## src/rtl/ldrv_ser_pkg.sv

```systemverilog
// Shared definitions for the serial load port.
// Assumes: mode pin low selects grayscale, high selects correction.
package ldrv_ser_pkg;
    typedef enum logic {
        MODE_GRAY = 1'b0,
        MODE_CORR = 1'b1
    } ser_mode_e;
endpackage

```

## src/rtl/pin_sync.sv

```systemverilog
// Two-flop synchronizer for a bundle of asynchronous pins.
// Assumes: each pin is held for several system clocks, so per-bit skew between
// the pins of the bundle is harmless.
module pin_sync #(
    parameter int W = 4
) (
    input  logic         clk,
    input  logic         rst_n,
    input  logic [W-1:0] d_async,
    output logic [W-1:0] lvl
);
    logic [W-1:0] meta_q;
    logic [W-1:0] sync_q;

    // Purpose: two flops in series per pin to settle metastability.
    always_ff @(posedge clk) begin
        if (!rst_n) begin
            meta_q <= '0;
            sync_q <= '0;
        end else begin
            meta_q <= d_async;
            sync_q <= meta_q;
        end
    end

    assign lvl = sync_q;
endmodule

```

## src/rtl/ser_shift.sv

```systemverilog
// Shift register with a mode-selected length and a status-packet parallel load.
// Assumes: shift_en and load_stat are single-cycle strobes; a status load wins
// over a shift in the same cycle.
module ser_shift #(
    parameter int CH           = 16,
    parameter int GSW          = 12,
    parameter int DCW          = 6,
    parameter int STAT_DC_BASE = 24
) (
    input  logic                clk,
    input  logic                rst_n,
    input  logic                mode_corr,
    input  logic                shift_en,
    input  logic                sdin,
    input  logic                load_stat,
    input  logic [CH-1:0]       lod_in,
    input  logic                tef_in,
    input  logic [CH*DCW-1:0]   dc_mirror,
    output logic [CH*GSW-1:0]   sr_q,
    output logic                sdo
);
    localparam int GS_LEN  = CH * GSW;
    localparam int DC_LEN  = CH * DCW;
    localparam int STAT_HI = STAT_DC_BASE + DC_LEN;

    logic [GS_LEN-1:0] stat_word;

    // Purpose: assemble the status packet from flags and correction copy.
    always_comb begin
        stat_word = '0;
        stat_word[CH-1:0] = lod_in;
        stat_word[CH] = tef_in;
        stat_word[STAT_DC_BASE +: DC_LEN] = dc_mirror;
    end

    // Purpose: status load, or shift over the length picked by the mode.
    always_ff @(posedge clk) begin
        if (!rst_n) begin
            sr_q <= '0;
        end else if (load_stat) begin
            sr_q <= stat_word;
        end else if (shift_en) begin
            if (mode_corr) begin
                sr_q[DC_LEN-1:0] <= {sr_q[DC_LEN-2:0], sdin};
            end else begin
                sr_q <= {sr_q[GS_LEN-2:0], sdin};
            end
        end
    end

    assign sdo = mode_corr ? sr_q[DC_LEN-1] : sr_q[GS_LEN-1];

    p_stat_flags_r6: assert property (@(posedge clk) disable iff (!rst_n)
        load_stat |=> (sr_q[CH-1:0] == $past(lod_in)) && (sr_q[CH] == $past(tef_in)));

    p_stat_rsvd_r8: assert property (@(posedge clk) disable iff (!rst_n)
        load_stat |=> (sr_q[GS_LEN-1:STAT_HI] == '0) && (sr_q[STAT_DC_BASE-1:CH+1] == '0));

    p_corr_upper_r4: assert property (@(posedge clk) disable iff (!rst_n)
        (mode_corr && !load_stat) |=> $stable(sr_q[GS_LEN-1:DC_LEN]));

    p_idle_hold_r9: assert property (@(posedge clk) disable iff (!rst_n)
        (!load_stat && !shift_en) |=> $stable(sr_q));
endmodule

```

## src/rtl/ser_hold_regs.sv

```systemverilog
// Parallel grayscale and correction registers loaded from the shift register.
// Assumes: lat_rise is a single-cycle strobe and mode_corr is steady around it.
module ser_hold_regs #(
    parameter int CH  = 16,
    parameter int GSW = 12,
    parameter int DCW = 6
) (
    input  logic                 clk,
    input  logic                 rst_n,
    input  logic                 lat_rise,
    input  logic                 mode_corr,
    input  logic [CH*GSW-1:0]    sr_q,
    output logic [CH*GSW-1:0]    gs_q,
    output logic [CH*DCW-1:0]    dc_q
);
    localparam int DC_LEN = CH * DCW;

    // Purpose: copy the shift contents into the register chosen by the mode.
    always_ff @(posedge clk) begin
        if (!rst_n) begin
            gs_q <= '0;
            dc_q <= '0;
        end else if (lat_rise) begin
            if (mode_corr) begin
                dc_q <= sr_q[DC_LEN-1:0];
            end else begin
                gs_q <= sr_q;
            end
        end
    end

    p_gs_steady_r5: assert property (@(posedge clk) disable iff (!rst_n)
        (lat_rise && mode_corr) |=> $stable(gs_q));

    p_dc_steady_r3: assert property (@(posedge clk) disable iff (!rst_n)
        (lat_rise && !mode_corr) |=> $stable(dc_q));
endmodule

```

## src/rtl/ldrv_serial_port.sv

```systemverilog
// Top of the serial load port: pin synchronizers, edge detection, the
// dual-length shift register and the parallel registers.
// Assumes: pins are asynchronous to clk, each level is held at least four
// system clocks, and the mode pin changes only while the latch pin is low.
module ldrv_serial_port
    import ldrv_ser_pkg::*;
#(
    parameter int CH           = 16,
    parameter int GSW          = 12,
    parameter int DCW          = 6,
    parameter int STAT_DC_BASE = 24
) (
    input  logic                 clk,
    input  logic                 rst_n,
    input  logic                 sclk_pin,
    input  logic                 sdin_pin,
    input  logic                 lat_pin,
    input  logic                 mode_pin,
    input  logic [CH-1:0]        lod_flags,
    input  logic                 tef_flag,
    output logic                 sdo,
    output logic [CH*GSW-1:0]    gs_data,
    output logic [CH*DCW-1:0]    dc_data
);
    localparam int GS_LEN = CH * GSW;
    localparam int DC_LEN = CH * DCW;

    logic [3:0]        pins_lvl;
    logic              sclk_lvl;
    logic              sdin_lvl;
    logic              lat_lvl;
    ser_mode_e         mode_sel;
    logic              mode_corr;
    logic              sclk_prev;
    logic              lat_prev;
    logic              sclk_rise;
    logic              lat_rise;
    logic              lat_fall;
    logic              load_stat;
    logic [GS_LEN-1:0] sr_q;

    pin_sync #(.W(4)) u_sync (
        .clk     (clk),
        .rst_n   (rst_n),
        .d_async ({mode_pin, lat_pin, sdin_pin, sclk_pin}),
        .lvl     (pins_lvl)
    );

    assign sclk_lvl  = pins_lvl[0];
    assign sdin_lvl  = pins_lvl[1];
    assign lat_lvl   = pins_lvl[2];
    assign mode_sel  = ser_mode_e'(pins_lvl[3]);
    assign mode_corr = (mode_sel == MODE_CORR);

    // Purpose: remember the previous synchronized clock and latch levels.
    always_ff @(posedge clk) begin
        if (!rst_n) begin
            sclk_prev <= 1'b0;
            lat_prev  <= 1'b0;
        end else begin
            sclk_prev <= sclk_lvl;
            lat_prev  <= lat_lvl;
        end
    end

    assign sclk_rise = sclk_lvl & ~sclk_prev;
    assign lat_rise  = lat_lvl & ~lat_prev;
    assign lat_fall  = ~lat_lvl & lat_prev;
    assign load_stat = lat_fall & ~mode_corr;

    ser_shift #(
        .CH(CH), .GSW(GSW), .DCW(DCW), .STAT_DC_BASE(STAT_DC_BASE)
    ) u_shift (
        .clk       (clk),
        .rst_n     (rst_n),
        .mode_corr (mode_corr),
        .shift_en  (sclk_rise),
        .sdin      (sdin_lvl),
        .load_stat (load_stat),
        .lod_in    (lod_flags),
        .tef_in    (tef_flag),
        .dc_mirror (dc_data),
        .sr_q      (sr_q),
        .sdo       (sdo)
    );

    ser_hold_regs #(.CH(CH), .GSW(GSW), .DCW(DCW)) u_hold (
        .clk       (clk),
        .rst_n     (rst_n),
        .lat_rise  (lat_rise),
        .mode_corr (mode_corr),
        .sr_q      (sr_q),
        .gs_q      (gs_data),
        .dc_q      (dc_data)
    );

    p_mode_quiet_r3: assert property (@(posedge clk) disable iff (!rst_n)
        lat_lvl |-> $stable(mode_sel));

    p_corr_no_stat_r9: assert property (@(posedge clk) disable iff (!rst_n)
        (lat_fall && mode_corr) |=> $stable(gs_data) && $stable(dc_data));

    p_reset_clear_r1: assert property (@(posedge clk)
        !rst_n |=> (sr_q == '0) && (gs_data == '0) && (dc_data == '0));
endmodule

```

## config.mk

```make
export PLATFORM = sky130hd
export DESIGN_NAME = ldrv_serial_port
export DESIGN_NICKNAME = d
export VERILOG_FILES = /design/src/rtl/ldrv_ser_pkg.sv /design/src/rtl/pin_sync.sv /design/src/rtl/ser_shift.sv /design/src/rtl/ser_hold_regs.sv /design/src/rtl/ldrv_serial_port.sv
export SDC_FILE = /design/constraint.sdc
export NUM_CORES = 1
export LEC_CHECK = 0
export BUFFER_PORTS_ARGS = -buffer_cell sky130_fd_sc_hd__buf_2
export CORE_ASPECT_RATIO = 0.9
export CORE_MARGIN = 3
export CORE_UTILIZATION = 35
export DETAILED_ROUTE_END_ITERATION = 7
export GPL_TIMING_DRIVEN = 0
export PLACE_DENSITY_LB_ADDON = 0.05
export SYNTH_ARGS = -nofsm -noshare
export SYNTH_HDL_FRONTEND = slang
export SYNTH_SLANG_ARGS = --single-unit
```

## constraint.sdc

```tcl
create_clock -name clk -period 2.2 [get_ports clk]
set_clock_uncertainty 0.15 [all_clocks]
set_input_delay 0.33 -clock clk [delete_from_list [all_inputs] [get_ports clk]]
set_output_delay 0.33 -clock clk [all_outputs]
set_load 0.01 [all_outputs]
```

==> flow_metrics.py <==
metrics = {
    "status": {
        "status": "complete, no violations",
    },
    "floorplanning": {
        "start_util": 0.358,
        "die_area_sq_mm": 0.0550,
        "row_count": 78,
        "core_sq_mm": 0.0510,
        "die_w_um": 247,
        "die_h_um": 223,
        "io-pin-count": 312,
    },
    "detailed_routing": {
        "routedWlPerCell_um": 18.1,
        "vias": 16389,
        "vias_per_cell": 4.87,
        "dr.pass1.iters": 5,
        "drcViolationCount": 0,
        "wirelength_mm": 60.8,
        "drtAntennaViolNets": 0,
        "drt_iter0_drc": 831,
    },
    "hold_path": {
        "min_path_cells": 4,
        "min_path_type": "input pin to flop",
    },
    "power": {
        "finalPower_mw": 18.7,
        "peakVddDrop_mv": 0.591,
        "p_int_mw": 14.4,
        "swShare": 0.230,
        "combPwrFrac": 0.042,
        "p_per_area_mw_per_mm2": 825,
        "p_switching_mw": 4.30,
        "pwr-share-seq": 0.486,
        "power.leakage_nw": 8.44,
        "clockPowerShare": 0.472,
    },
    "logic_synthesis": {
        "synthesis.area_sq_mm": 0.0183,
        "avgSynthCellArea_sq_um": 8.12,
        "synth_seq_area_share": 0.537,
        "synth_cell_types": 20,
        "synth_cells": 2250,
        "syn_nets": 2273,
        "ys_warn_count": 0,
        "ys_ff_latch": 490,
    },
    "setup_path": {
        "r2r_cells": 6,
        "max_stage_delay_ns": 0.38,
        "cp_top_family": "buffers and inverters",
        "crit_type": "flop to flop",
        "path_common_cell": "buf_2",
        "end_kind": "flop",
        "crit_slowest_cell": "or3b_1",
        "cp.required_ns": 2.50,
        "cp_num_cells": 6,
        "cp_max_fo": 10,
        "critical_path_arrival_ns": 2.46,
        "startpoint_type": "flop",
        "path_cells": "buf_2 > or3b_1 > buf_2 > clkbuf_1 > o21ai_0 > a31oi_1",
        "path_buf_inv": 3,
    },
    "sta": {
        "fin_crit_ns": 2.16,
        "layout_setup_ws_ns": 0.0383,
        "hold_viol": 0,
        "max_freq_mhz": 463,
        "rsz0062_at_grt": "true",
        "setup_viol": 0,
        "finalSetupTns_ns": 0,
        "slew_viol_final": 0,
        "fin_hold_ws_ns": 0.166,
        "slew_headroom": 0.276,
        "worst_pin_slew_ns": 1.09,
        "min_period_over_period": 0.983,
    },
    "clocking": {
        "tritoncts": "yes",
        "clkLatencyLatePin_ns": 0.60,
        "cts.sink_count": 490,
        "cts-root-buf": "clkbuf_16",
        "clk_path_buf_depth": 3,
        "htree_levels": 2,
        "numCtsBuffers": 53,
        "post_cts_buffers": 0,
        "clkTransAtPathRegs_ns": 0.06,
    },
    "placed_design": {
        "placed_cell_area_sq_mm": 0.0207,
        "routabilityCongestion": 0.842,
        "dp.cells": 3240,
        "dp_slack_ns": -0.103,
        "hpwl_mm": 45.2,
        "portBuffers": 310,
    },
    "global_route": {
        "antenna_found_initial": 3,
        "grt_pass1_wl_mm": 92.2,
        "grtUsageTotal": 0.215,
        "grt_max_degree": 14,
        "grt-ovfl-total": 0,
        "grt_pass1_vias": 15662,
    },
    "cells_and_area": {
        "areaGrowthSynthToFinish_pct": 23.8,
        "finalInstanceArea_sq_mm": 0.0226,
        "final_cells": 3362,
        "final_nets": 2659,
        "fillers": 5199,
        "post-route-util": 0.443,
        "final_common_cell": "nand2_1",
        "post_route_cells_drive_above_1_share": 0.181,
        "final_cell_mix": "960 x nand2_1, 490 x dfxtp_1, 381 x buf_2",
    },
    "run": {
        "cap_violations": 0,
    },
}
repair_timing:
item	4_1_cts	5_1_grt
gates resized for setup	0	9
hold endpoints to repair	21	0
hold buffers	21	0
endpoints found under the setup margin	0	31
area by class of cell:
class	instances	area, sq um	share of cell area
well taps	680	851	0.0376
diodes	3	7.51	0.000332
plain buffers	186	867	0.0383
clock inverters	15	106	0.00470
repair buffers	331	1760	0.0779
clock buffers	83	1610	0.0712
multi-input cells	1574	7600	0.336
flip-flops and latches	490	9810	0.434
per-layer routing:
metal	vias up	wire length (um)	global-route usage	part of all wire
li1	8194	-	-	-
met1	7680	27900	0.291	0.46
met2	425	27900	0.349	0.46
met3	88	3670	0.0436	0.060
met4	2	1360	0.0596	0.022
met5	-	7	0	0.00012
worst paths after layout:
kind / start / endpoint / slack (ns)
max: u_sync.lvl[3] / u_shift.sr_q[60] / 0.04
min: rst_n / u_shift.sr_q[105] / 0.17
max reg2reg: u_sync.lvl[3] / u_shift.sr_q[60] / 0.04
min reg2reg: u_sync.meta_q[3] / u_sync.lvl[3] / 0.28
cell families after synthesis:
family,count (synthesis),synth area share
and+or+nand+nor,980,0.206
AOI/OAI and AO/OA,593,0.210
DFF,490,0.537
muxes,1,0.000616
buffers and inverters,186,0.0472
tightest hold or removal path: cells and delay by family:
kind            cells  cell delay, ns
buf+inv             2            0.37
compound gates      2            0.17
registers in the layout (all words and copies together) (netlist names):
name,count
u_hold.gs_q,192
sclk_prev,1
u_sync.lvl,4
lat_prev,1
u_sync.meta_q,4
u_shift.sr_q,192
u_hold.dc_q,96
cell usage after synthesis:
| cell | instances | area share |
|---|---|---|
| nand2_4 | 1 | 0.00062 |
| mux2_2 | 1 | 0.00062 |
| or3b_1 | 3 | 0.0014 |
| a21boi_1 | 37 | 0.015 |
| buf_2 | 71 | 0.019 |
| and3b_1 | 1 | 0.00048 |
| buf_4 | 4 | 0.0016 |
| a21oi_1 | 79 | 0.022 |
| nor2b_1 | 1 | 0.00034 |
| a31oi_1 | 113 | 0.039 |
| nor3b_2 | 2 | 0.0014 |
| nand2_1 | 960 | 0.20 |
| nand3b_1 | 1 | 0.00041 |
| buf_6 | 8 | 0.0049 |
| o21ai_0 | 113 | 0.031 |
| and2_1 | 10 | 0.0034 |
| clkbuf_1 | 103 | 0.021 |
| a21boi_0 | 251 | 0.10 |
| nand2b_1 | 1 | 0.00034 |
| dfxtp_1 | 490 | 0.54 |
power groups by stage:
stage               Clock [mW]  Sequential [mW]  Combinational, mW
floorplan                    0             9.22              0.486
global placement             0             9.26              0.742
detailed placement           0             9.26              0.750
CTS                       9.04             9.07              0.785
global route              9.36             9.08              0.865
finish                    8.81             9.07              0.780
Note: power is estimated with default switching activity, not from simulation.
